**src/rtl/ram_wr_guard_pkg.sv**
```systemverilog
package ram_wr_guard_pkg;

    typedef enum logic [2:0] {
        SEL_CTRL   = 3'd0,
        SEL_COP_LO = 3'd1,
        SEL_COP_HI = 3'd2,
        SEL_SHR_LO = 3'd3,
        SEL_SHR_HI = 3'd4
    } reg_sel_e;

    localparam int BIT_EN     = 3;
    localparam int BIT_IE     = 1;
    localparam int BIT_FLAG   = 0;
    localparam int NUM_BOUNDS = 4;
    localparam int NUM_CHECKS = 3;

endpackage

```
**src/rtl/region_match.sv**
```systemverilog
module region_match #(
    parameter int ADDR_W = 16
) (
    input  logic [ADDR_W-1:0] addr,
    input  logic [ADDR_W-1:0] lo,
    input  logic [ADDR_W-1:0] hi,
    output logic              hit
);
    // inclusive window test; an inverted window matches nothing
    assign hit = (addr >= lo) && (addr <= hi);
endmodule

```
**src/rtl/wp_regs.sv**
```systemverilog
module wp_regs
    import ram_wr_guard_pkg::*;
#(
    parameter int ADDR_W = 16
) (
    input  logic                             clk,
    input  logic                             rst_n,
    input  logic                             reg_we,
    input  logic [2:0]                       reg_sel,
    input  logic [ADDR_W-1:0]                reg_wdata,
    input  logic                             cpu_viol,
    output logic                             en,
    output logic                             ie,
    output logic                             flag,
    output logic [NUM_BOUNDS-1:0][ADDR_W-1:0] bnd,
    output logic [ADDR_W-1:0]                rdata
);
    typedef struct packed {
        logic                              en;
        logic                              ie;
        logic                              flag;
        logic [NUM_BOUNDS-1:0][ADDR_W-1:0] bnd;
    } st_t;

    st_t  st_d, st_q;
    logic ctrl_wr;
    logic flag_clr;

    always_comb begin
        st_d     = st_q;
        ctrl_wr  = reg_we && (reg_sel == SEL_CTRL);
        flag_clr = ctrl_wr && reg_wdata[BIT_FLAG];
        if (ctrl_wr) begin
            st_d.en = reg_wdata[BIT_EN];
            st_d.ie = reg_wdata[BIT_IE];
        end
        for (int i = 0; i < NUM_BOUNDS; i++) begin
            if (reg_we && !st_q.en && (reg_sel == 3'(i + 1))) begin
                st_d.bnd[i] = reg_wdata;
            end
        end
        // a new violation takes priority over a clear
        st_d.flag = cpu_viol | (st_q.flag & ~flag_clr);
    end

    always_ff @(posedge clk or negedge rst_n) begin
        if (!rst_n) begin
            st_q <= '0;
        end else begin
            st_q <= st_d;
        end
    end

    always_comb begin
        rdata = '0;
        case (reg_sel)
            SEL_CTRL: begin
                rdata[BIT_EN]   = st_q.en;
                rdata[BIT_IE]   = st_q.ie;
                rdata[BIT_FLAG] = st_q.flag;
            end
            SEL_COP_LO: rdata = st_q.bnd[0];
            SEL_COP_HI: rdata = st_q.bnd[1];
            SEL_SHR_LO: rdata = st_q.bnd[2];
            SEL_SHR_HI: rdata = st_q.bnd[3];
            default:    rdata = '0;
        endcase
    end

    assign en   = st_q.en;
    assign ie   = st_q.ie;
    assign flag = st_q.flag;
    assign bnd  = st_q.bnd;

    p_bounds_locked_r5: assert property (@(posedge clk) disable iff (!rst_n)
        st_q.en |=> $stable(st_q.bnd));

    p_set_wins_r8: assert property (@(posedge clk) disable iff (!rst_n)
        cpu_viol |=> st_q.flag);

    p_w1c_clear_r7: assert property (@(posedge clk) disable iff (!rst_n)
        (reg_we && reg_sel == SEL_CTRL && reg_wdata[BIT_FLAG] && !cpu_viol) |=> !st_q.flag);

    p_flag_hold_r7: assert property (@(posedge clk) disable iff (!rst_n)
        (st_q.flag && !(reg_we && reg_sel == SEL_CTRL && reg_wdata[BIT_FLAG])) |=> st_q.flag);
endmodule

```
**src/rtl/ram_wr_guard.sv**
```systemverilog
module ram_wr_guard
    import ram_wr_guard_pkg::*;
#(
    parameter int ADDR_W = 16
) (
    input  logic              clk,
    input  logic              rst_n,
    input  logic              reg_we,
    input  logic [2:0]        reg_sel,
    input  logic [ADDR_W-1:0] reg_wdata,
    output logic [ADDR_W-1:0] reg_rdata,
    input  logic              cpu_wr_req,
    input  logic [ADDR_W-1:0] cpu_addr,
    output logic              cpu_wr_ok,
    input  logic              cop_wr_req,
    input  logic [ADDR_W-1:0] cop_addr,
    output logic              cop_wr_ok,
    output logic              viol_flag,
    output logic              irq
);
    logic                              en, ie, flag, cpu_viol;
    logic [NUM_BOUNDS-1:0][ADDR_W-1:0] bnd;
    logic [NUM_CHECKS-1:0][ADDR_W-1:0] chk_addr, chk_lo, chk_hi;
    logic [NUM_CHECKS-1:0]             hit;

    // check 0: CPU vs coprocessor window, 1: coprocessor vs own window,
    // 2: coprocessor vs shared window
    always_comb begin
        chk_addr = {cop_addr, cop_addr, cpu_addr};
        chk_lo   = {bnd[2], bnd[0], bnd[0]};
        chk_hi   = {bnd[3], bnd[1], bnd[1]};
    end

    for (genvar g = 0; g < NUM_CHECKS; g++) begin : g_chk
        region_match #(.ADDR_W(ADDR_W)) u_match (
            .addr (chk_addr[g]),
            .lo   (chk_lo[g]),
            .hi   (chk_hi[g]),
            .hit  (hit[g])
        );
    end

    assign cpu_viol  = en & cpu_wr_req & hit[0];
    assign cpu_wr_ok = cpu_wr_req & ~cpu_viol;
    assign cop_wr_ok = cop_wr_req & ~(en & ~hit[1] & ~hit[2]);
    assign viol_flag = flag;
    assign irq       = ie & flag;

    wp_regs #(.ADDR_W(ADDR_W)) u_regs (
        .clk       (clk),
        .rst_n     (rst_n),
        .reg_we    (reg_we),
        .reg_sel   (reg_sel),
        .reg_wdata (reg_wdata),
        .cpu_viol  (cpu_viol),
        .en        (en),
        .ie        (ie),
        .flag      (flag),
        .bnd       (bnd),
        .rdata     (reg_rdata)
    );

    p_pass_when_off_r2: assert property (@(posedge clk) disable iff (!rst_n)
        !en |-> (cpu_wr_ok == cpu_wr_req) && (cop_wr_ok == cop_wr_req));

    p_cpu_blocked_r3: assert property (@(posedge clk) disable iff (!rst_n)
        (en && cpu_wr_req && cpu_addr >= bnd[0] && cpu_addr <= bnd[1]) |-> !cpu_wr_ok);

    p_cop_own_ok_r4: assert property (@(posedge clk) disable iff (!rst_n)
        (cop_wr_req && cop_addr >= bnd[0] && cop_addr <= bnd[1]) |-> cop_wr_ok);

    p_flag_source_r6: assert property (@(posedge clk) disable iff (!rst_n)
        $rose(viol_flag) |-> $past(cpu_wr_req && !cpu_wr_ok));

    p_irq_needs_flag_r9: assert property (@(posedge clk) disable iff (!rst_n)
        irq |-> viol_flag);
endmodule

```
**config.mk**
```make
export PLATFORM = sky130hd
export DESIGN_NAME = ram_wr_guard
export DESIGN_NICKNAME = d
export VERILOG_FILES = /design/src/rtl/ram_wr_guard_pkg.sv /design/src/rtl/region_match.sv /design/src/rtl/wp_regs.sv /design/src/rtl/ram_wr_guard.sv
export SDC_FILE = /design/constraint.sdc
export NUM_CORES = 1
export LEC_CHECK = 0
export BUFFER_PORTS_ARGS = -buffer_cell sky130_fd_sc_hd__buf_2
export CELL_PAD_IN_SITES_DETAIL_PLACEMENT = 1
export CELL_PAD_IN_SITES_GLOBAL_PLACEMENT = 1
export CORE_UTILIZATION = 49
export DETAILED_ROUTE_END_ITERATION = 10
export GPL_TIMING_DRIVEN = 0
export PLACE_DENSITY_LB_ADDON = 0.1
export SETUP_SLACK_MARGIN = 0.02
export SLEW_MARGIN = 10
export SYNTH_ARGS = -nofsm -noshare
export SYNTH_HDL_FRONTEND = slang
export SYNTH_HIERARCHICAL = 1
export SYNTH_SLANG_ARGS = --single-unit
```
**constraint.sdc**
```tcl
create_clock -name clk -period 5 [get_ports clk]
set_input_delay 0.5 -clock clk [delete_from_list [all_inputs] [get_ports clk]]
set_output_delay 0.5 -clock clk [all_outputs]
set_load 0.03 [all_outputs]
```
# After elaboration in Yosys (flattened, before gate mapping)
# Cells that the tools add are included.
# classes
magnitude_cmp	6
eq_ne	4
n_mux	4
bitwise	14
reduce_logical	12
# op_table
cell	n
$ge 16x16->1	3
$le 16x16->1	3
$pmux 12 s4	1
$logic_and 1x1->1	10
$pmux 2 s5	1
$and 1x1->1	8
$eq 3x2->1 const B	2
$not 1->1	5
$pmux 1 s5	1
$pmux 1 s4	1
$eq 3x1->1 const B	1
$eq 3x3->1 const B	1
$logic_not 3->1	1
$logic_not 1->1	1
$or 1x1->1	1
# totals
register_bits	67
input_bits	56

# Longest topological paths before layout
# Gate-level depths: netlist (run 1).
# logic_depth
ltp_word	7
ltp_mapped	9
depth_no_buf	9

# By module
# The synthesis (run 1) kept the hierarchy.
# modules_own_cells
mod	n_inst	cells_each	area_each_um2
wp_regs	1	215	3062.9
region_match	3	110	807.0
ram_wr_guard	1	5	31.3

# Least setup slack after synthesis (run 1)
# OpenSTA, ideal clock, no wires.
# synth_timing
path_type	input port to output port
start	input port cpu_addr[1]
end	output port cpu_wr_ok
t_arrival_ns	2.114
t_required_ns	4.500
slack_ns	2.386
path_stages	7
n_path_buf	0
path_cell_list	ha_1 > nor2b_1 > o211ai_1 > a2111o_1 > o211a_1 > o32a_1 > a21boi_1
# synth_between
elab_chain_cells	5
elab_cells_between_ends	6
cone_classes	order compare: 2; bitwise: 3; reduce/logical: 1
# synth_rtl
element	line	rtl
start: declaration	ram_wr_guard.sv:13	input logic [ADDR_W-1:0] cpu_addr,
$ge 16x16->1 or $le 16x16->1 (tied branches)	region_match.sv:10	assign hit = (addr >= lo) && (addr <= hi);
$logic_and 1x1->1 *	region_match.sv:10	
via hit[0]	ram_wr_guard.sv:24	logic [NUM_CHECKS-1:0] hit;
$and 1x1->1 *	ram_wr_guard.sv:43	assign cpu_viol = en & cpu_wr_req & hit[0];
$not 1->1 *	ram_wr_guard.sv:44	assign cpu_wr_ok = cpu_wr_req & ~cpu_viol;
$and 1x1->1 *	ram_wr_guard.sv:44	
end: declaration	ram_wr_guard.sv:14	output logic cpu_wr_ok,
# The timed path passes the listed nets; every way through them passes the cells marked *.

# Worst setup path after layout (run 1)
# layout_timing
start	register u_regs.st_q (netlist bit u_regs/bnd[7])
end	output port cpu_wr_ok
# layout_between
elab_chain_cells	5
# layout_rtl
element	line	rtl
start: declaration	wp_regs.sv:25	st_t st_d, st_q;
start signal: assignment	wp_regs.sv:50	st_q <= st_d;
$ge 16x16->1	region_match.sv:10	
$logic_and 1x1->1	region_match.sv:10	
via hit[0]	ram_wr_guard.sv:24	
$and 1x1->1	ram_wr_guard.sv:43	
$not 1->1	ram_wr_guard.sv:44	
$and 1x1->1	ram_wr_guard.sv:44	
# The timed path passes the listed nets, and every way through them passes these cells.

==> results of run 1 <==
[report_power, final]
group          leakage [µW]  switching (µW)  internal (µW)
Combinational       0.00234             618            465
Sequential         0.000804             169            695
Clock             0.0000905             214            206
[per-stage QoR]
stage | total power (µW) | hold slack, ns | instance area [µm²]
after global routing | 2550 | 0.0644 | 6270
after global placement | 1870 | 0.497 | 6070
final | 2370 | 0.0579 | 6270
after CTS | 2380 | 0.0546 | 6270
after floorplan | 1580 | 0.204 | 5520
after detailed placement | 1950 | 0.442 | 6100
[critical path: stages, from the launching register on]
cell and delay (ns):
dfrtp_1 0.43, inv_1 0.07, ha_1 0.30, a21oi_1 0.21
o21ai_0 0.12, a21oi_1 0.28, nor4_1 0.11, o32a_1 0.41
a21boi_1 0.16, buf_2 0.21
[final timing paths]
check | start | endpoint | depth (start not counted)
min in group clk | reg_wdata[5] | u_regs/bnd[37]$_DFFE_PN0P_ | 2
setup / recovery | u_regs/bnd[7]$_DFFE_PN0P_ | cpu_wr_ok | 9
max in group asynchronous | rst_n | u_regs/bnd[43]$_DFFE_PN0P_ | 2
setup reg to reg | u_regs/bnd[7]$_DFFE_PN0P_ | u_regs/flag$_DFF_PN0_ | 9
hold reg to reg | u_regs/bnd[55]$_DFFE_PN0P_ | u_regs/bnd[55]$_DFFE_PN0P_ | 1
hold / removal | rst_n | u_regs/bnd[2]$_DFFE_PN0P_ | 1
[final cells by class]
class                           count  area share [%]
Clock inverter                      2           0.160
Clock buffer                       14            2.59
Timing Repair Buffer               76            6.47
Sequential cell                    67            26.7
Multi-Input combinational cell    370            53.9
Buffer                             16            1.50
Tap cell                          140            2.79
Inverter                           97            5.81
[cell usage in the layout, fill, tap and decap left out, types with 3 or more instances in the layout]
cell type,netlist,final
a2111o_1,3,3
a211oi_1,3,3
a21oi_1,33,33
a221oi_1,3,3
a22oi_1,15,15
a32oi_1,3,3
buf_2,6,80
buf_6,3,3
clkbuf_1,6,9
clkbuf_8,0,11
dfrtp_1,67,67
ha_1,96,96
inv_1,96,96
mux2_1,56,56
mux2_2,3,3
mux2_4,10,10
mux2i_1,13,13
nand2_1,23,23
nand3_1,6,6
nand4_1,9,9
nand4_4,6,6
nor2_1,11,11
nor2b_1,9,9
nor3_1,3,3
nor3b_1,3,3
nor4_1,6,6
o211a_1,3,3
o211ai_1,3,3
o21ai_0,18,18
o21ai_1,3,3
o22ai_1,13,13
o32a_1,3,3
[per-layer routing]
| layer | track usage [%] | routed length, µm | part of all wire, % |
|---|---|---|---|
| met2 | 50.9 | 8040 | 49 |
| met5 | 0 | 0 | 0 |
| met4 | 9.00 | 274 | 1.7 |
| met1 | 38.9 | 7210 | 44 |
| met3 | 4.88 | 907 | 5.5 |
[sequential cells by signal, summed over array words and instances, names as in the netlist]
signal and cells:
u_regs/bnd 64, u_regs/en 1, u_regs/flag 1, u_regs/ie 1
[logic make-up (layout without fill, tap and decap cells)]
group | count (synthesis) | count (layout) | share of synthesized area [%]
AO/OA/AOI/OAI | 107 | 107 | 12.5
adder cells (fa/ha/maj) | 96 | 96 | 21.8
buffers and inverters | 113 | 205 | 8.30
flip-flops | 67 | 67 | 30.4
multiplexers | 82 | 82 | 17.1
AND/OR/NAND/NOR | 85 | 85 | 9.94
==> results.sh, run 1 <==
export IMPL_dr_pass1_iters=4
export IMPL_fin_nets=789
export IMPL_dp_cells=766
export IMPL_yosysWarnings=6
export IMPL_vdd_ir_drop_max_uv=180
export IMPL_timing_final_crit_share_pct=62.6
export IMPL_drv_slew=0
export IMPL_cts_buffers=9
export IMPL_cts_tree="yes"
export IMPL_first_iter_violations=193
export IMPL_numPortBuffers=75
export IMPL_timing_final_ws_setup_ns=1.87
export IMPL_htree_num_levels=3
export IMPL_syn_cell_area_um2=5520
export IMPL_synth_main_ff_cell="dfrtp_1"
export IMPL_worstPathRequired_ns=4.50
export IMPL_diodes=0
export IMPL_holdCritPathClass="input pin to asynchronous set/reset pin"
export IMPL_outcome="complete, no violations"
export IMPL_cts_root_buf="clkbuf_8"
export IMPL_synth_cell_types=45
export IMPL_grt_max_degree=44
export IMPL_min_period_ns=3.13
export IMPL_num_rows=38
export IMPL_setup_viol=0
export IMPL_seq_area_um2=1680
export IMPL_ctsHoldBuffers=0
export IMPL_cts_resized=0
export IMPL_path_max_fanout=4
export IMPL_slew_headroom_pct=44.7
export IMPL_crit_path_end_kind="output port"
export IMPL_clk_latency_ns=0.35
export IMPL_crit_arrival_ns=2.63
export IMPL_vias=4567
export IMPL_fin_util_pct=57.6
export IMPL_nFillCells=1268
export IMPL_grt_pass1_vias=4832
export IMPL_hold_viol=0
export IMPL_rsz0062_at_grt="no"
export IMPL_ys_top_cells_by_area="dfrtp_1 (30%), ha_1 (22%), mux2_1 (11%), inv_1 (6.5%), a21oi_1 (3.0%)"
export IMPL_drive_gt1_share_pct=18.8
export IMPL_synth_edff_count=0
export IMPL_die_area_um2=11700
export IMPL_cts_setup_buffers=0
export IMPL_multi_input_area_um2=3380
export IMPL_synth_area_per_cell_um2=10.0
export IMPL_fin_skew_ns=0.00583
export IMPL_grt_overflow=0
export IMPL_grt_pass1_wl_um=25800
export IMPL_synthTopCellsByCount="ha_1 (96), inv_1 (96), dfrtp_1 (67)"
export IMPL_initial_core_util_pct=50.7
export IMPL_clock_sinks=67
export IMPL_synth_top_cell_by_area="dfrtp_1"
export IMPL_ys_ff_latch=67
export IMPL_yosysTopAreaCellShare_pct=30.4
export IMPL_crit_path_start_kind="flip-flop"
export IMPL_place_hpwl_um=13000
export IMPL_die_y_um=108
export IMPL_synth_seq_area_share_pct=30.4
export IMPL_async_flop_share_pct=100
export IMPL_p_leak_uw=0.00323
export IMPL_critical_path_class="flip-flop to output port"
export IMPL_antenna_found_initial=0
export IMPL_fmax_ghz=0.319
export IMPL_drc=0
export IMPL_final_cells=782
export IMPL_track_usage_pct=30.0
export IMPL_path_clk_slew_ns=0.07
export IMPL_synth_cells=550
export IMPL_wl_um=16400
export IMPL_tightest_slew_ns=0.829
export IMPL_core_area_um2=10900
export IMPL_viasPerCell=5.84
export IMPL_pin_count=76
export IMPL_max_cap_violations=0
export IMPL_area_delta_synth_final_pct=13.7
export IMPL_gp_congestion=0.875
export IMPL_power_per_cell_area_nw_per_um2=377
export IMPL_synth_nets=702
export IMPL_die_width_um=108
export IMPL_drtAntennaViolNets=0
export IMPL_setup_tns_ns=0
export IMPL_r2r_slack_ns=2.62
export IMPL_wl_per_cell_um=21.0
export IMPL_post_place_ws_ns=2.02
export IMPL_cts_buffer_depth=2
(Power assumes the default switching activity.)
==> run 2, diff against run 1 <==
--- a/config.mk
+++ b/config.mk
@@ -8,7 +8,7 @@
 export BUFFER_PORTS_ARGS = -buffer_cell sky130_fd_sc_hd__buf_2
 export CELL_PAD_IN_SITES_DETAIL_PLACEMENT = 1
 export CELL_PAD_IN_SITES_GLOBAL_PLACEMENT = 1
-export CORE_UTILIZATION = 49
+export CORE_UTILIZATION = 46
 export DETAILED_ROUTE_END_ITERATION = 10
 export GPL_TIMING_DRIVEN = 0
 export PLACE_DENSITY_LB_ADDON = 0.1
==> constraint.sdc (replaced) <==
create_clock -name clk -period 2.95 [get_ports clk]
set_input_delay 0.295 -clock clk [delete_from_list [all_inputs] [get_ports clk]]
set_output_delay 0.295 -clock clk [all_outputs]
set_load 0.03 [all_outputs]
==> run 2 against run 1 <==
The flow now finishes with violations (design-rule violations). Global-route usage down 1.2 points. Non-clock buffer count up 1. Worst setup slack worse by 1.7 ns. Largest cell class unchanged.
==> results.sh, run 2 (same netlist as run 1, synthesis figures left out) <==
export IMPL_die_width_um=111
export IMPL_clk_latency_ns=0.35
export IMPL_die_y_um=111
export IMPL_outcome="finished with violations"
export IMPL_cts_setup_buffers=0
export IMPL_fmax_ghz=0.354
export IMPL_timing_final_ws_setup_ns=0.129
export IMPL_cts_buffers=9
export IMPL_drc=8
export IMPL_p_leak_uw=0.00330
export IMPL_diodes=0
export IMPL_area_delta_synth_final_pct=16.4
export IMPL_slowest_delay_ns=0.40
export IMPL_seqPwrFrac_pct=33.0
export IMPL_multi_input_area_um2=3400
export IMPL_seq_area_um2=1680
export IMPL_slew_headroom_pct=40.0
export IMPL_core_area_um2=11600
export IMPL_min_period_ns=2.82
export IMPL_violations="design-rule violations"
export IMPL_final_cells=786
export IMPL_nFillCells=1351
export IMPL_track_usage_pct=28.7
export IMPL_dp_cells=769
export IMPL_drive_gt1_share_pct=19.8
export IMPL_cp_cell_sequence="inv_1 > ha_1 > nand2_1 > nor3_1 > a21oi_1 > nor4_1 > o32a_1 > nor2_2 > a21boi_1 > buf_2"
export IMPL_grt_pass1_vias=4943
export IMPL_grt_pass1_wl_um=26800
export IMPL_clock_sinks=67
export IMPL_grt_max_degree=37
export IMPL_holdCritPathClass="input pin to flip-flop"
export IMPL_worstPathRequired_ns=2.65
export IMPL_vdd_ir_drop_max_uv=392
export IMPL_antenna_found_initial=0
export IMPL_htree_num_levels=3
export IMPL_setup_viol=0
export IMPL_drv_slew=0
export IMPL_hold_viol=0
export IMPL_dr_pass1_iters=7
export IMPL_wl_per_cell_um=21.2
export IMPL_grt_overflow=0
export IMPL_swShare_pct=40.1
export IMPL_hold_ws_ns=0.208
export IMPL_vias=4479
export IMPL_cts_root_buf="clkbuf_16"
export IMPL_post_place_ws_ns=0.379
export IMPL_cts_buffer_depth=2
export IMPL_path_clk_slew_ns=0.06
export IMPL_crit_path_end_kind="output port"
export IMPL_layout_common_cells="inv_1 (96), ha_1 (96), buf_2 (80)"
export IMPL_fin_skew_ns=0.00437
export IMPL_p_switching_uw=1780
export IMPL_pin_count=76
export IMPL_fin_nets=790
export IMPL_power_per_cell_area_nw_per_um2=690
export IMPL_max_cap_violations=0
export IMPL_first_iter_violations=170
export IMPL_initial_core_util_pct=47.7
export IMPL_die_area_um2=12400
export IMPL_p_clk_share_pct=25.2
export IMPL_rsz0062_at_grt="yes"
export IMPL_num_rows=39
export IMPL_wl_um=16600
export IMPL_gp_congestion=0.784
export IMPL_critical_path_class="flip-flop to output port"
export IMPL_slowest_stage="nor4_1"
export IMPL_viasPerCell=5.70
export IMPL_timing_final_crit_share_pct=95.6
export IMPL_numPortBuffers=75
export IMPL_drtAntennaViolNets=0
export IMPL_p_int_uw=2660
export IMPL_tightest_slew_ns=0.895
export IMPL_p_comb_share_pct=41.8
export IMPL_place_hpwl_um=13000
export IMPL_path_max_fanout=3
export IMPL_crit_path_start_kind="flip-flop"
export IMPL_largest_reg_flops=64
export IMPL_crit_arrival_ns=2.53
export IMPL_cts_tree="yes"
-- run 2: cell types whose count changed in the layout (fill, tap and decap cells not counted), moves of 2 or more --
cell / previous run / this run
a21oi_1: 33 / 31
a21oi_2: 0 / 2
clkbuf_1: 9 / 7
clkbuf_16: 0 / 9
clkbuf_8: 11 / 1
clkinv_4: 0 / 2
o21ai_0: 18 / 15
o21ai_1: 3 / 6
-- run 2: worst max-delay path, delay by kind of cell, from the launching register on --
family	cells	cell delay [ns]
simple gates	4	0.75
compound gates	3	0.51
flops	1	0.37
buf+inv	2	0.27
fa+ha+maj	1	0.29
-- run 2: layer usage --
metal,global-route usage [%],vias up,part of all wire (%)
met5,0,-,0
met3,4.46,21,4.2
met4,9.73,0,2.0
met2,49.7,97,49
li1,-,2149,-
met1,36.5,2212,45
-- run 2: path summary, 6_finish.rpt --
check | endpoint | cells past startpoint | slack, ns | startpoint
max | cop_wr_ok | 10 | 0.13 | u_regs/bnd[39]$_DFFE_PN0P_
max in group asynchronous | u_regs/bnd[3]$_DFFE_PN0P_ | 3 | 1.94 | rst_n
min reg2reg | u_regs/bnd[49]$_DFFE_PN0P_ | 1 | 0.52 | u_regs/bnd[49]$_DFFE_PN0P_
min | u_regs/bnd[40]$_DFFE_PN0P_ | 2 | 0.21 | reg_wdata[8]
min in group asynchronous | u_regs/bnd[6]$_DFFE_PN0P_ | 2 | 0.45 | rst_n
max reg2reg | u_regs/flag$_DFF_PN0_ | 8 | 0.69 | u_regs/bnd[0]$_DFFE_PN0P_
-- run 2: layout make-up --
class,instances,area share [%]
multi-input combinational,370,52.9
sequential,67,26.1
timing repair buffer,77,6.35
inverter,97,5.67
clock buffer,11,3.78
tap,143,2.79
buffer,16,1.46
clock inverter,5,0.955
-- run 2: stage by stage --
stage	utilization (%)	power (µW)	instance area (µm²)	setup TNS, ns
after floorplan	-	2670	5520	0
after global placement	52.5	3170	6070	0
after detailed placement	52.7	3300	6090	0
after CTS	55.4	4450	6410	0
after global routing	55.5	4750	6420	-0.00377
final	55.5	4430	6420	0
-- run 2: timing repair --
| action | in CTS | in global routing |
|---|---|---|
| hold buffers | 1 | 0 |
| setup endpoints to repair | 0 | 2 |
| endpoints found under the hold margin | 31 | 0 |
| gates resized for setup | 0 | 7 |
-- run 2: power by group through the flow --
| stage | combinational, µW | sequential (µW) | clock [µW] |
|---|---|---|---|
| detailed placement | 1820 | 1480 | 0 |
| global placement | 1710 | 1460 | 0 |
| global route | 2070 | 1500 | 1180 |
| floorplan | 1300 | 1370 | 0 |
| CTS | 1850 | 1460 | 1130 |
| finish | 1860 | 1460 | 1120 |
